$ cat config.mk
export PLATFORM = sky130hd
export DESIGN_NAME = ff_loop_ctrl
export DESIGN_NICKNAME = d
export VERILOG_FILES = /design/src/rtl/ff_pkg.sv /design/src/rtl/ff_next_active.sv /design/src/rtl/ff_elem_eval.sv /design/src/rtl/ff_seq.sv /design/src/rtl/ff_loop_ctrl.sv
export SDC_FILE = /design/constraint.sdc
export NUM_CORES = 1
export LEC_CHECK = 0
export BUFFER_PORTS_ARGS = -buffer_cell sky130_fd_sc_hd__buf_2
export CAP_MARGIN = 10
export CORE_MARGIN = 2
export CORE_UTILIZATION = 30
export CTS_CLUSTER_DIAMETER = 150
export DETAILED_ROUTE_END_ITERATION = 8
export MAX_ROUTING_LAYER = met4
export PLACE_DENSITY = 0.5
export SYNTH_ARGS = -nofsm -noshare
export SYNTH_HDL_FRONTEND = slang
export SYNTH_SLANG_ARGS = --single-unit
$ cat constraint.sdc
create_clock -name clk -period 2.4 [get_ports clk]
set_input_delay 0.24 -clock clk [delete_from_list [all_inputs] [get_ports clk]]
set_output_delay 0.24 -clock clk [all_outputs]
set_load 0.01 [all_outputs]
$ cat src/rtl/ff_pkg.sv
`timescale 1ns/1ps
package ff_pkg;

    localparam int COND_W = 4;

    typedef enum logic {
        MODE_LDST = 1'b0,
        MODE_COND = 1'b1
    } ff_mode_e;

    typedef enum logic [1:0] {
        CB_LT = 2'd0,
        CB_GT = 2'd1,
        CB_EQ = 2'd2,
        CB_SO = 2'd3
    } cond_bit_e;

    typedef enum logic [1:0] {
        ST_IDLE = 2'd0,
        ST_RUN  = 2'd1,
        ST_FIN  = 2'd2
    } loop_state_e;

    typedef struct packed {
        logic proceed;
        logic stop_trunc;
        logic stop_raise;
        logic wr_res;
        logic wr_cond;
    } elem_verdict_t;

    function automatic logic pick_bit(input logic [COND_W-1:0] cf, input cond_bit_e sel);
        return cf[sel];
    endfunction

endpackage

$ cat src/rtl/ff_next_active.sv
`timescale 1ns/1ps
module ff_next_active #(
    parameter int MAXVL = 16,
    parameter int IW    = $clog2(MAXVL),
    parameter int VLW   = $clog2(MAXVL + 1)
) (
    input  logic [VLW-1:0]   from_idx,
    input  logic [VLW-1:0]   limit,
    input  logic [MAXVL-1:0] mask,
    output logic             found,
    output logic [IW-1:0]    idx
);
    // Lowest index i with from_idx <= i < limit and mask[i] set.
    always_comb begin
        found = 1'b0;
        idx   = '0;
        for (int i = MAXVL - 1; i >= 0; i--) begin
            if (VLW'(i) >= from_idx && VLW'(i) < limit && mask[i]) begin
                found = 1'b1;
                idx   = IW'(i);
            end
        end
    end
endmodule

$ cat src/rtl/ff_elem_eval.sv
`timescale 1ns/1ps
module ff_elem_eval
    import ff_pkg::*;
(
    input  ff_mode_e             mode,
    input  logic                 rc1,
    input  cond_bit_e            sel,
    input  logic                 expect_val,
    input  logic                 first_elem,
    input  logic [COND_W-1:0]    cond_in,
    input  logic                 exc_in,
    output elem_verdict_t        verdict
);
    cond_bit_e tested;
    logic      pass;

    assign tested = rc1 ? CB_EQ : sel;
    assign pass   = (pick_bit(cond_in, tested) == expect_val);

    always_comb begin
        verdict = '0;
        if (mode == MODE_LDST) begin
            if (exc_in) begin
                verdict.stop_raise = first_elem;
                verdict.stop_trunc = !first_elem;
            end else begin
                verdict.proceed = 1'b1;
                verdict.wr_res  = 1'b1;
            end
        end else begin
            if (pass) begin
                verdict.proceed = 1'b1;
                verdict.wr_cond = 1'b1;
                verdict.wr_res  = !rc1;
            end else begin
                verdict.stop_trunc = 1'b1;
            end
        end
    end
endmodule

$ cat src/rtl/ff_seq.sv
`timescale 1ns/1ps
module ff_seq
    import ff_pkg::*;
#(
    parameter int MAXVL = 16,
    parameter int IW    = $clog2(MAXVL),
    parameter int VLW   = $clog2(MAXVL + 1)
) (
    input  logic              clk,
    input  logic              rst,
    input  logic              start,
    input  ff_mode_e          mode_in,
    input  logic              rc1_in,
    input  cond_bit_e         sel_in,
    input  logic              exp_in,
    input  logic [VLW-1:0]    vl_in,
    input  logic [MAXVL-1:0]  mask_in,
    input  logic              na_found,
    input  logic [IW-1:0]     na_idx,
    input  logic              rsp_valid,
    input  elem_verdict_t     verdict,
    output logic [VLW-1:0]    cur,
    output ff_mode_e          cfg_mode,
    output logic              cfg_rc1,
    output cond_bit_e         cfg_sel,
    output logic              cfg_exp,
    output logic [VLW-1:0]    cfg_vl,
    output logic [MAXVL-1:0]  cfg_mask,
    output logic              issue_valid,
    output logic              busy,
    output logic              done,
    output logic [VLW-1:0]    vl_out,
    output logic              exc_req
);
    loop_state_e st_q;
    logic [VLW-1:0] vl_q;
    logic           exc_q;

    always_ff @(posedge clk) begin
        if (rst) begin
            st_q     <= ST_IDLE;
            cur      <= '0;
            cfg_mode <= MODE_LDST;
            cfg_rc1  <= 1'b0;
            cfg_sel  <= CB_LT;
            cfg_exp  <= 1'b0;
            cfg_vl   <= '0;
            cfg_mask <= '0;
            vl_q     <= '0;
            exc_q    <= 1'b0;
        end else begin
            case (st_q)
                ST_IDLE: begin
                    if (start) begin
                        st_q     <= ST_RUN;
                        cur      <= '0;
                        cfg_mode <= mode_in;
                        cfg_rc1  <= rc1_in;
                        cfg_sel  <= sel_in;
                        cfg_exp  <= exp_in;
                        cfg_vl   <= vl_in;
                        cfg_mask <= mask_in;
                    end
                end
                ST_RUN: begin
                    if (!na_found) begin
                        st_q  <= ST_FIN;
                        vl_q  <= cfg_vl;
                        exc_q <= 1'b0;
                    end else if (rsp_valid) begin
                        if (verdict.proceed) begin
                            cur <= VLW'(na_idx) + VLW'(1);
                        end else if (verdict.stop_raise) begin
                            st_q  <= ST_FIN;
                            vl_q  <= cfg_vl;
                            exc_q <= 1'b1;
                        end else begin
                            st_q  <= ST_FIN;
                            vl_q  <= VLW'(na_idx);
                            exc_q <= 1'b0;
                        end
                    end
                end
                default: begin
                    st_q  <= ST_IDLE;
                    exc_q <= 1'b0;
                end
            endcase
        end
    end

    assign issue_valid = (st_q == ST_RUN) && na_found;
    assign busy        = (st_q != ST_IDLE);
    assign done        = (st_q == ST_FIN);
    assign vl_out      = vl_q;
    assign exc_req     = (st_q == ST_FIN) && exc_q;
endmodule

$ cat src/rtl/ff_loop_ctrl.sv
`timescale 1ns/1ps
module ff_loop_ctrl
    import ff_pkg::*;
#(
    parameter int MAXVL = 16,
    parameter int IW    = $clog2(MAXVL),
    parameter int VLW   = $clog2(MAXVL + 1)
) (
    input  logic              clk,
    input  logic              rst,
    input  logic              start,
    input  logic              ff_mode,
    input  logic              rc1_mode,
    input  logic [1:0]        test_sel,
    input  logic              test_expect,
    input  logic [VLW-1:0]    vl_in,
    input  logic [MAXVL-1:0]  pred_mask,
    output logic              issue_valid,
    output logic [IW-1:0]     issue_idx,
    input  logic              rsp_valid,
    input  logic [3:0]        rsp_cond,
    input  logic              rsp_exc,
    output logic              wr_result,
    output logic              wr_cond,
    output logic              busy,
    output logic              done,
    output logic [VLW-1:0]    vl_out,
    output logic              exc_req
);
    logic [VLW-1:0]   cur;
    ff_mode_e         cfg_mode;
    logic             cfg_rc1;
    cond_bit_e        cfg_sel;
    logic             cfg_exp;
    logic [VLW-1:0]   cfg_vl;
    logic [MAXVL-1:0] cfg_mask;
    logic             na_found;
    logic [IW-1:0]    na_idx;
    elem_verdict_t    verdict;
    logic             accept;

    ff_seq #(.MAXVL(MAXVL), .IW(IW), .VLW(VLW)) u_seq (
        .clk        (clk),
        .rst        (rst),
        .start      (start),
        .mode_in    (ff_mode_e'(ff_mode)),
        .rc1_in     (rc1_mode),
        .sel_in     (cond_bit_e'(test_sel)),
        .exp_in     (test_expect),
        .vl_in      (vl_in),
        .mask_in    (pred_mask),
        .na_found   (na_found),
        .na_idx     (na_idx),
        .rsp_valid  (rsp_valid),
        .verdict    (verdict),
        .cur        (cur),
        .cfg_mode   (cfg_mode),
        .cfg_rc1    (cfg_rc1),
        .cfg_sel    (cfg_sel),
        .cfg_exp    (cfg_exp),
        .cfg_vl     (cfg_vl),
        .cfg_mask   (cfg_mask),
        .issue_valid(issue_valid),
        .busy       (busy),
        .done       (done),
        .vl_out     (vl_out),
        .exc_req    (exc_req)
    );

    ff_next_active #(.MAXVL(MAXVL), .IW(IW), .VLW(VLW)) u_next (
        .from_idx(cur),
        .limit   (cfg_vl),
        .mask    (cfg_mask),
        .found   (na_found),
        .idx     (na_idx)
    );

    ff_elem_eval u_eval (
        .mode      (cfg_mode),
        .rc1       (cfg_rc1),
        .sel       (cfg_sel),
        .expect_val(cfg_exp),
        .first_elem(na_idx == '0),
        .cond_in   (rsp_cond),
        .exc_in    (rsp_exc),
        .verdict   (verdict)
    );

    assign issue_idx = na_idx;
    assign accept    = issue_valid && rsp_valid;
    assign wr_result = accept && verdict.wr_res;
    assign wr_cond   = accept && verdict.wr_cond;
endmodule

==> impl_metrics.py, run 1 <==
metrics = {
    "die": {
        "core_area_mm2": 0.00813,
        "die_w_um": 95.1,
        "die_h_um": 95.1,
        "io_pins": 50,
        "dieArea_mm2": 0.00904,
        "start_util": 0.306,
        "rows": 33,
    },
    "min_path": {
        "hold_end": "u_seq.cfg_vl[2]",
        "hp-class": "primary input to register",
        "hp-start": "vl_in[2]",
        "holdPathStages": 3,
    },
    "finish": {
        "drive_above_1_share": 0.451,
        "multi_input_area_mm2": 0.00182,
        "finalNonFillerCells": 546,
        "antenna_cells": 0,
        "fin_area_mm2": 0.00387,
        "ff_latch_area_um2": 816,
        "final_common_cell": "nand2_1",
        "nets": 477,
        "fillCellCount": 804,
        "fin_util": 0.475,
        "mostFrequentLayoutCells": "65 x nand2_1, 62 x buf_4, 44 x buf_2",
        "synthToLayoutAreaGrowth_pct": 55.4,
    },
    "synthesis": {
        "yosysSeqAreaShare": 0.314,
        "synth_nets": 363,
        "syn_area_mm2": 0.00249,
        "yosysTopAreaCell": "dfxtp_1",
        "yosysWarnings": 0,
        "async_flop_share": 0,
        "synthTopCellsByArea": "dfxtp_1 31%, nand2_1 10%, a21oi_1 9.5%",
        "synthFlopType": "dfxtp_1",
        "synth-seq-cells": 39,
        "postSynthCellCount": 326,
        "synth_edf_count": 0,
        "synth.top_cell.area_share": 0.314,
        "avgSynthCellArea_um2": 7.63,
        "yosys.cell_types.count": 70,
    },
    "grt": {
        "grt_use_total": 0.187,
        "antenna_found_initial": 0,
        "overflow": 0,
        "grt_pass1_vias": 2506,
        "grt_max_degree": 28,
        "grt_pass1_wl_mm": 12.7,
    },
    "routing": {
        "wl_per_cell_um": 15.3,
        "drc": 0,
        "drtAntennaViolNets": 0,
        "drt_wl_total_mm": 8.35,
        "vias": 2824,
        "drtIter0Drc": 107,
        "vias_per_cell": 5.17,
        "firstDrtPassIters": 4,
    },
    "worst_setup_path": {
        "rr_worst_depth": 13,
        "crit_path_max_incr_delay_ns": 0.37,
        "crit_path_max_fanout": 7,
        "crit_arrival_ns": 2.39,
        "cp_cell_sequence": "or2_4 > o311ai_4 > buf_4 > a21o_1 > buf_6 > and3_4 > and2_4 > nor2_4 > and4b_1 > buf_2",
        "slowest_stage": "dfxtp_4",
        "start_kind": "register",
        "crit_buf_inv": 3,
        "crit_required_ns": 2.16,
        "worstReg2RegStart": "u_seq.cur[4]",
        "criticalPathCategory": "register to output port",
        "r2r-end": "u_seq.vl_out[1]",
        "r2r_slack_ns": -0.19,
        "endpoint_kind": "output port",
        "path_delay_family": "simple AND/OR/NAND/NOR gates",
    },
    "run_status": {
        "failed_checks": "setup timing",
        "status": "finished with violations",
    },
    "placement": {
        "place_inst": 510,
        "portBuffers": 49,
        "pre_cts_ws_ns": -0.246,
        "dp_hpwl_mm": 5.72,
        "placed_cell_area_mm2": 0.00316,
        "gp_congestion": 0.899,
    },
    "power_and_ir_drop": {
        "fin_total_pwr_mw": 2.08,
        "ir_worst_vdd_v": 0.000240,
        "swShare": 0.349,
        "p_int_mw": 1.36,
        "switchingPower_mw": 0.726,
        "power_frac_comb": 0.425,
        "clkPwrFrac": 0.218,
        "p_leak_nw": 1.62,
        "p_seq_frac": 0.358,
        "powerDensity_mw_per_mm2": 538,
    },
    "timing": {
        "maxSlewViolCount": 0,
        "worst_pin_slew_ns": 0.418,
        "hold_viol_final": 0,
        "fmax_mhz": 380,
        "slew_headroom": 0.720,
        "rsz0062_at_grt": "yes",
        "fin_worst_skew_ns": 0.00607,
        "layout_min_cycle_time_ns": 2.63,
        "fin_crit_sh": 1.10,
        "final.setup.worst_slack_ns": -0.229,
        "setup_viol": 14,
    },
    "cts": {
        "clk_pin_slew_worst_paths_ns": 0.08,
        "numCtsBuffers": 5,
        "h-tree-depth": 2,
        "cts.path.max_buffers": 2,
        "clock-sinks": 39,
        "cts_root_buf": "clkbuf_8",
        "cts_tree": "built",
        "cts.hold.buffers_added": 0,
        "clk-insertion-delay-late_ns": 0.30,
    },
    "run": {
        "maxCapViolCount": 0,
    },
}
[cell usage after synthesis, drive strengths merged, types with 4 or more instances]
master / count
o211ai: 5
nand2: 66
dfxtp: 39
buf: 13
nor2b: 5
nand4: 5
and3: 4
nand2b: 5
nor3: 5
clkbuf: 9
o21ai: 11
a211o: 5
a21oi: 48
a211oi: 5
and2: 6
nand3: 8
nor2: 12
inv: 11
[cell families (layout without fill, tap and decap cells)]
| group | count (synthesis) | in the layout | share of synthesized area |
|---|---|---|---|
| buffers and inverters | 33 | 148 | 0.0754 |
| adder cells (fa/ha/maj) | 3 | 3 | 0.0141 |
| XOR/XNOR | 2 | 2 | 0.00704 |
| AO/OA/AOI/OAI | 113 | 113 | 0.314 |
| multiplexers | 2 | 2 | 0.00804 |
| AND/OR/NAND/NOR | 134 | 134 | 0.267 |
| flip-flops | 39 | 39 | 0.314 |
[sequential cells by signal, summed over array words and instances, names as in the netlist]
name            count
u_seq.exc_q         1
u_seq.cfg_vl        5
u_seq.cfg_rc1       1
u_seq.cfg_mask     16
u_seq.st_q          2
u_seq.vl_out        5
u_seq.cfg_mode      1
u_seq.cfg_sel       2
u_seq.cfg_exp       1
u_seq.cur           5
[power groups by stage]
stage	combinational [mW]	clock, mW	sequential [mW]
floorplan	0.399	0	0.747
detailed placement	0.635	0	0.764
finish	0.884	0.453	0.744
global route	0.957	0.490	0.754
global placement	0.636	0	0.763
CTS	0.757	0.467	0.745
[worst register-to-register path, stage by stage, from the launching register on]
cell,delay (ns)
dfxtp_4,0.37
buf_12,0.13
buf_8,0.13
nor4bb_4,0.37
o211ai_1,0.14
a31o_2,0.25
a21oi_4,0.15
inv_2,0.06
ha_4,0.14
and2_4,0.14
and2_4,0.15
a22oi_2,0.11
o211ai_1,0.14
a221oi_2,0.22
[cell type report]
cell class / count / area share
flip-flops and latches: 39 / 0.211
inverters: 11 / 0.0113
multi-input cells: 254 / 0.470
well taps: 105 / 0.0340
repair buffers: 129 / 0.253
clock buffers: 7 / 0.0197
clock inverters: 1 / 0.00129
[metal layers]
layer / GRT usage / part of all wire / wire, um / vias up
li1: - / - / - / 1415
met5: - / 0 / 0 / -
met1: 0.248 / 0.47 / 3930 / 1336
met2: 0.293 / 0.48 / 4020 / 61
met3: 0.0261 / 0.027 / 225 / 12
met4: 0.0652 / 0.020 / 167 / 0
[per-stage QoR]
step / hold WS (ns) / TNS (ns)
floorplan: 0.341 / -0.0448
global placement: 0.440 / -1.84
detailed placement: 0.450 / -1.78
CTS: 0.157 / -1.20
global route: 0.160 / -3.33
finish: 0.157 / -1.80
[what timing repair did]
item / 4_1_cts / 5_1_grt
gates cloned: 0 / 1
buffers inserted: 16 / 12
pin swaps: 26 / 24
setup endpoints to repair: 20 / 19
resized for setup: 56 / 43
[worst max-delay path by stage]
stage,startpoint,to,slack [ns],cells past startpoint
4_1_cts,u_seq.cfg_vl[3],wr_cond,-0.19,10
2_1_floorplan,u_seq.cfg_vl[0],u_seq.vl_out[0],-0.02,12
3_3_place_gp,u_seq.cur[1],u_seq.vl_out[1],-0.19,13
6_report,u_seq.cfg_vl[4],wr_cond,-0.23,10
5_1_grt,u_seq.cfg_vl[3],u_seq.vl_out[1],-0.36,13
3_5_place_dp,u_seq.cfg_vl[4],u_seq.vl_out[1],-0.25,12
(Power assumes the default switching activity.)
==> inputs of run 2 (changes only) <==
--- a/config.mk
+++ b/config.mk
@@ -12,7 +12,6 @@
 export CTS_CLUSTER_DIAMETER = 150
 export DETAILED_ROUTE_END_ITERATION = 8
 export MAX_ROUTING_LAYER = met4
-export PLACE_DENSITY = 0.5
 export SYNTH_ARGS = -nofsm -noshare
 export SYNTH_HDL_FRONTEND = slang
 export SYNTH_SLANG_ARGS = --single-unit
==> run 2 against run 1 <==
The run still ends with setup timing left. Maximum frequency fell by 0.64%. Count of clock-buffer cells in the layout shrank 1. Core utilization down 0.25 points. Non-clock buffer count fell by 3. Critical path type unchanged. Setup slack lost 0.017 ns. Hold slack improved by 0.013 ns. Combinational power down 4.1%. Register-to-register slack worse by 0.05 ns. Clock power barely moved. Design area shrank 0.52%.
==> impl_metrics.py, run 2 (same netlist as run 1, synthesis figures left out) <==
metrics = {
    "timing": {
        "worst_pin_slew_ns": 0.371,
        "rsz0062_at_grt": "yes",
        "fin_worst_skew_ns": 0.0113,
        "maxSlewViolCount": 0,
        "hold_viol_final": 0,
        "fin_crit_sh": 1.10,
        "fin_hold_ws_ns": 0.170,
        "layout_min_cycle_time_ns": 2.65,
        "setup_viol": 14,
        "fmax_mhz": 378,
        "final.setup.worst_slack_ns": -0.246,
        "slew_headroom": 0.746,
        "setup_tns_ns": -1.93,
    },
    "run_status": {
        "status": "finished with violations",
        "failed_checks": "setup timing",
    },
    "routing": {
        "vias_per_cell": 5.13,
        "vias": 2787,
        "drtIter0Drc": 114,
        "drc": 0,
        "firstDrtPassIters": 5,
        "wl_per_cell_um": 15.4,
        "drtAntennaViolNets": 0,
        "drt_wl_total_mm": 8.34,
    },
    "finish": {
        "regMostFlops": "u_seq.cfg_mask",
        "antenna_cells": 0,
        "mostFrequentLayoutCells": "64 x nand2_1, 61 x buf_4, 45 x buf_2",
        "final_common_cell": "nand2_1",
        "finalNonFillerCells": 543,
        "nets": 474,
        "fin_area_mm2": 0.00385,
        "drive_above_1_share": 0.459,
        "synthToLayoutAreaGrowth_pct": 54.6,
        "largest_reg_flops": 16,
    },
    "power_and_ir_drop": {
        "ir_worst_vdd_v": 0.000246,
        "powerDensity_mw_per_mm2": 532,
        "fin_total_pwr_mw": 2.05,
        "p_leak_nw": 1.59,
    },
    "worst_setup_path": {
        "crit_path_max_fanout": 6,
        "rr_worst_depth": 13,
        "crit_required_ns": 2.16,
        "start_kind": "register",
        "endpoint_kind": "output port",
        "criticalPathCategory": "register to output port",
        "crit_arrival_ns": 2.41,
        "worstReg2RegStart": "u_seq.cfg_vl[0]",
        "r2r_slack_ns": -0.24,
        "r2r-end": "u_seq.vl_out[1]",
    },
    "die": {
        "rows": 33,
        "die_h_um": 95.1,
        "core_area_mm2": 0.00813,
        "start_util": 0.306,
        "io_pins": 50,
        "dieArea_mm2": 0.00904,
        "die_w_um": 95.1,
    },
    "run": {
        "maxCapViolCount": 0,
    },
    "cts": {
        "clk_pin_slew_worst_paths_ns": 0.08,
        "clk-insertion-delay-late_ns": 0.30,
        "numCtsBuffers": 5,
        "cts_root_buf": "clkbuf_8",
        "clock-sinks": 39,
        "h-tree-depth": 2,
        "cts_tree": "built",
        "cts.path.max_buffers": 2,
    },
    "placement": {
        "gp_congestion": 0.922,
        "placed_cell_area_mm2": 0.00315,
        "portBuffers": 49,
        "dp_hpwl_mm": 5.75,
        "place_inst": 509,
    },
    "grt": {
        "grt_pass1_wl_mm": 12.8,
        "overflow": 0,
        "antenna_found_initial": 0,
        "grt_max_degree": 28,
        "grt_use_total": 0.184,
        "grt_pass1_vias": 2624,
    },
    "min_path": {
        "holdPathStages": 3,
        "hp-class": "primary input to register",
        "hold_end": "u_seq.cfg_mask[10]",
        "hp-start": "pred_mask[10]",
    },
}
run 2: cell types whose count changed in the layout (fill, tap and decap cells not counted), sizes merged:
| cell | before | now |
|---|---|---|
| buf | 128 | 126 |
| clkbuf | 8 | 6 |
| clkinvlp | 0 | 1 |
run 2: worst max path at each step:
stage,start,to,slack [ns],depth (start not counted)
after floorplan,u_seq.cfg_vl[0],u_seq.vl_out[0],-0.02,12
after global placement,u_seq.cfg_vl[3],u_seq.vl_out[1],-0.20,12
after detailed placement,u_seq.cfg_vl[2],u_seq.vl_out[1],-0.25,10
after CTS,u_seq.cfg_vl[2],u_seq.vl_out[1],-0.18,13
after global routing,u_seq.cfg_vl[0],u_seq.vl_out[1],-0.35,13
final,u_seq.cfg_vl[3],wr_cond,-0.25,10
run 2: per-layer routing:
layer  GRT usage  vias to the layer above  share of wire
li1            -                     1406              -
met1       0.236                     1304           0.45
met2       0.301                       67           0.49
met3      0.0292                       10          0.047
met4      0.0507                        0          0.018
met5           -                        -              0
run 2: metrics by stage:
step                utilization  setup slack, ns
floorplan                     -          -0.0216
global placement          0.387           -0.195
detailed placement        0.387           -0.250
CTS                       0.429           -0.182
global route              0.473           -0.349
finish                    0.473           -0.246
run 2: layout make-up:
type	instances	area, um2
Timing Repair Buffer	126	908
Clock inverter	2	12.5
Multi-Input combinational cell	254	1860
Inverter	11	43.8
Tap cell	105	131
Fill cell	789	4290
Clock buffer	6	72.6
Sequential cell	39	816
run 2: worst max-delay path: stages (launching register included):
cell     delay [ns]
dfxtp_4        0.38
buf_6          0.13
or3_4          0.40
o31ai_4        0.20
a21o_1         0.20
buf_6          0.12
and3_4         0.17
and2_4         0.16
nor2_4         0.04
and4b_1        0.16
buf_2          0.13
run 2: power by group:
group	internal [mW]	total (mW)	switching [mW]
sequential	0.692	0.744	0.0521
combinational	0.432	0.848	0.416
clock	0.203	0.454	0.250
total	1.33	2.05	0.719
run 2: repair_timing:
action                                 4_1_cts  5_1_grt
setup endpoints to repair                   18       18
hold buffers                                 0        0
resized for setup                           39       65
buffers inserted                            13       13
endpoints found under the hold margin        0        0
pin swaps                                   13       41
==> inputs of run 3 (changes only) <==
--- a/config.mk
+++ b/config.mk
@@ -8,10 +8,13 @@
 export BUFFER_PORTS_ARGS = -buffer_cell sky130_fd_sc_hd__buf_2
 export CAP_MARGIN = 10
 export CORE_MARGIN = 2
-export CORE_UTILIZATION = 30
+export CORE_UTILIZATION = 49
 export CTS_CLUSTER_DIAMETER = 150
 export DETAILED_ROUTE_END_ITERATION = 8
 export MAX_ROUTING_LAYER = met4
+export PLACE_DENSITY = 0.76
+export SETUP_SLACK_MARGIN = 0.02
 export SYNTH_ARGS = -nofsm -noshare
 export SYNTH_HDL_FRONTEND = slang
+export SYNTH_HIERARCHICAL = 1
 export SYNTH_SLANG_ARGS = --single-unit
==> run 3 against run 2 <==
The run still ends with setup timing left. Core utilization rose by 27 points. First-iteration DRC count grew 130%. Sequential cell count is the same. Register-to-register slack worse by 0.34 ns. Clock power is 3% lower. Sequential share of layout area up 1.9 points. Sequential power increased by 0.5%. Non-clock buffer count shrank 15. Power down 5.6%. Count of clock-buffer cells in the layout increased by 1. Die area shrank 40%. Maximum frequency is 11% lower. Critical endpoint is now u_seq/vl_out[3].
==> impl_metrics.py, run 3 <==
metrics = {
    "timing": {
        "setup_tns_ns": -7.50,
        "fin_crit_sh": 1.24,
        "fin_worst_skew_ns": 0.00970,
        "setup_viol": 20,
        "fin_hold_ws_ns": 0.174,
        "maxSlewViolCount": 0,
        "fmax_mhz": 335,
        "rsz0062_at_grt": "yes",
        "slew_headroom": 0.618,
        "layout_min_cycle_time_ns": 2.98,
        "hold_viol_final": 0,
        "final.setup.worst_slack_ns": -0.584,
        "worst_pin_slew_ns": 0.572,
    },
    "cts": {
        "cts.path.max_buffers": 2,
        "numCtsBuffers": 5,
        "clock-sinks": 39,
        "clk-insertion-delay-late_ns": 0.30,
        "clk_pin_slew_worst_paths_ns": 0.08,
        "cts_tree": "built",
        "h-tree-depth": 2,
        "cts_root_buf": "clkbuf_8",
    },
    "finish": {
        "multi_input_area_mm2": 0.00176,
        "finalNonFillerCells": 460,
        "ff_latch_area_um2": 803,
        "regMostFlops": "u_seq/cfg_mask",
        "fillCellCount": 311,
        "final_common_cell": "nand2_1",
        "largest_reg_flops": 16,
        "antenna_cells": 0,
        "synthToLayoutAreaGrowth_pct": 47.1,
        "drive_above_1_share": 0.458,
        "nets": 441,
        "mostFrequentLayoutCells": "61 x nand2_1, 54 x buf_4, 47 x buf_2",
    },
    "power_and_ir_drop": {
        "ir_worst_vdd_v": 0.000380,
        "power_frac_comb": 0.384,
        "p_int_mw": 1.26,
        "clkPwrFrac": 0.229,
        "p_seq_frac": 0.387,
        "switchingPower_mw": 0.674,
        "fin_total_pwr_mw": 1.93,
        "swShare": 0.349,
        "p_leak_nw": 1.48,
        "powerDensity_mw_per_mm2": 554,
    },
    "min_path": {
        "hp-class": "primary input to register",
        "hold_end": "u_seq/cfg_vl[4]",
        "hp-start": "vl_in[4]",
        "holdPathStages": 3,
    },
    "die": {
        "rows": 25,
        "io_pins": 50,
        "die_w_um": 73.5,
        "die_h_um": 73.5,
        "dieArea_mm2": 0.00541,
        "start_util": 0.505,
        "core_area_mm2": 0.00469,
    },
    "synthesis": {
        "yosysWarnings": 6,
        "avgSynthCellArea_um2": 7.74,
        "syn_area_mm2": 0.00237,
        "postSynthCellCount": 306,
        "synth_nets": 342,
    },
    "grt": {
        "grt_max_degree": 28,
        "grt_pass1_vias": 2582,
        "antenna_found_initial": 0,
        "grt_use_total": 0.294,
        "grt_pass1_wl_mm": 11.9,
        "overflow": 0,
    },
    "routing": {
        "drtIter0Drc": 262,
        "drtAntennaViolNets": 0,
        "drc": 0,
        "vias_per_cell": 6.05,
        "wl_per_cell_um": 18.4,
        "drt_wl_total_mm": 8.46,
        "firstDrtPassIters": 5,
        "vias": 2781,
    },
    "run_status": {
        "status": "finished with violations",
        "failed_checks": "setup timing",
    },
    "worst_setup_path": {
        "criticalPathCategory": "register to register",
        "start_kind": "register",
        "endpoint_kind": "register",
        "worstReg2RegStart": "u_seq/cfg_vl[4]",
        "r2r-end": "u_seq/vl_out[3]",
        "crit_required_ns": 2.58,
        "r2r_slack_ns": -0.58,
        "crit_path_max_fanout": 7,
        "crit_arrival_ns": 3.16,
        "rr_worst_depth": 12,
    },
    "placement": {
        "gp_congestion": 0.931,
        "place_inst": 433,
        "portBuffers": 49,
        "pre_cts_ws_ns": -0.505,
        "dp_hpwl_mm": 4.93,
    },
    "run": {
        "maxCapViolCount": 0,
    },
}
==> run 3: timing repair <==
item	4_1_cts	5_1_grt
pin swaps	13	12
hold buffers	0	0
setup endpoints to repair	20	20
gates resized for setup	43	28
setup buffers	11	8
gates cloned	1	0
==> run 3: worst max path at each step <==
stage / startpoint / to / cells past startpoint
3_3_place_gp: u_seq/cur[4] / u_seq/vl_out[1] / 10
5_1_grt: u_seq/cur[3] / u_seq/vl_out[2] / 12
2_1_floorplan: u_seq/cfg_vl[3] / u_seq/vl_out[1] / 12
6_report: u_seq/cfg_vl[4] / u_seq/vl_out[3] / 12
4_1_cts: u_seq/cfg_vl[2] / u_seq/vl_out[1] / 11
3_5_place_dp: u_seq/cur[4] / u_seq/vl_out[1] / 10
==> run 3: layout make-up <==
type	instances	share of cell area
clock inverters	1	0.00144
well taps	54	0.0194
flip-flops and latches	39	0.231
multi-input cells	242	0.504
clock buffers	7	0.0219
repair buffers	111	0.216
inverters	6	0.00647
==> run 3: layer usage <==
metal	share of wire	up-vias	track usage
met5	0	-	-
met4	0.035	0	0.117
met3	0.065	30	0.0549
met2	0.49	158	0.467
met1	0.41	1308	0.368
li1	-	1285	-
==> run 3: metrics by stage <==
stage / util / cell area (um2)
after floorplan: - / 2430
after global placement: 0.629 / 2950
after detailed placement: 0.629 / 2950
after CTS: 0.702 / 3290
after global routing: 0.742 / 3480
final: 0.742 / 3480
==> run 3: worst max-delay path, cell delays in order (launching register included) <==
cell,delay [ns]
dfxtp_4,0.38
or2_4,0.27
o2111a_1,0.26
or4b_4,0.51
buf_6,0.14
nor3_4,0.13
buf_4,0.13
nor2b_4,0.16
nor4_4,0.06
nor3b_4,0.17
nor2b_4,0.23
mux2i_1,0.32
a211oi_2,0.11
==> run 3: power groups by stage <==
stage	logic [mW]	registers (mW)	clock network, mW
final	0.741	0.748	0.442
after global routing	0.787	0.754	0.470
after CTS	0.629	0.741	0.441
after detailed placement	0.514	0.758	0
after global placement	0.501	0.756	0
after floorplan	0.349	0.741	0
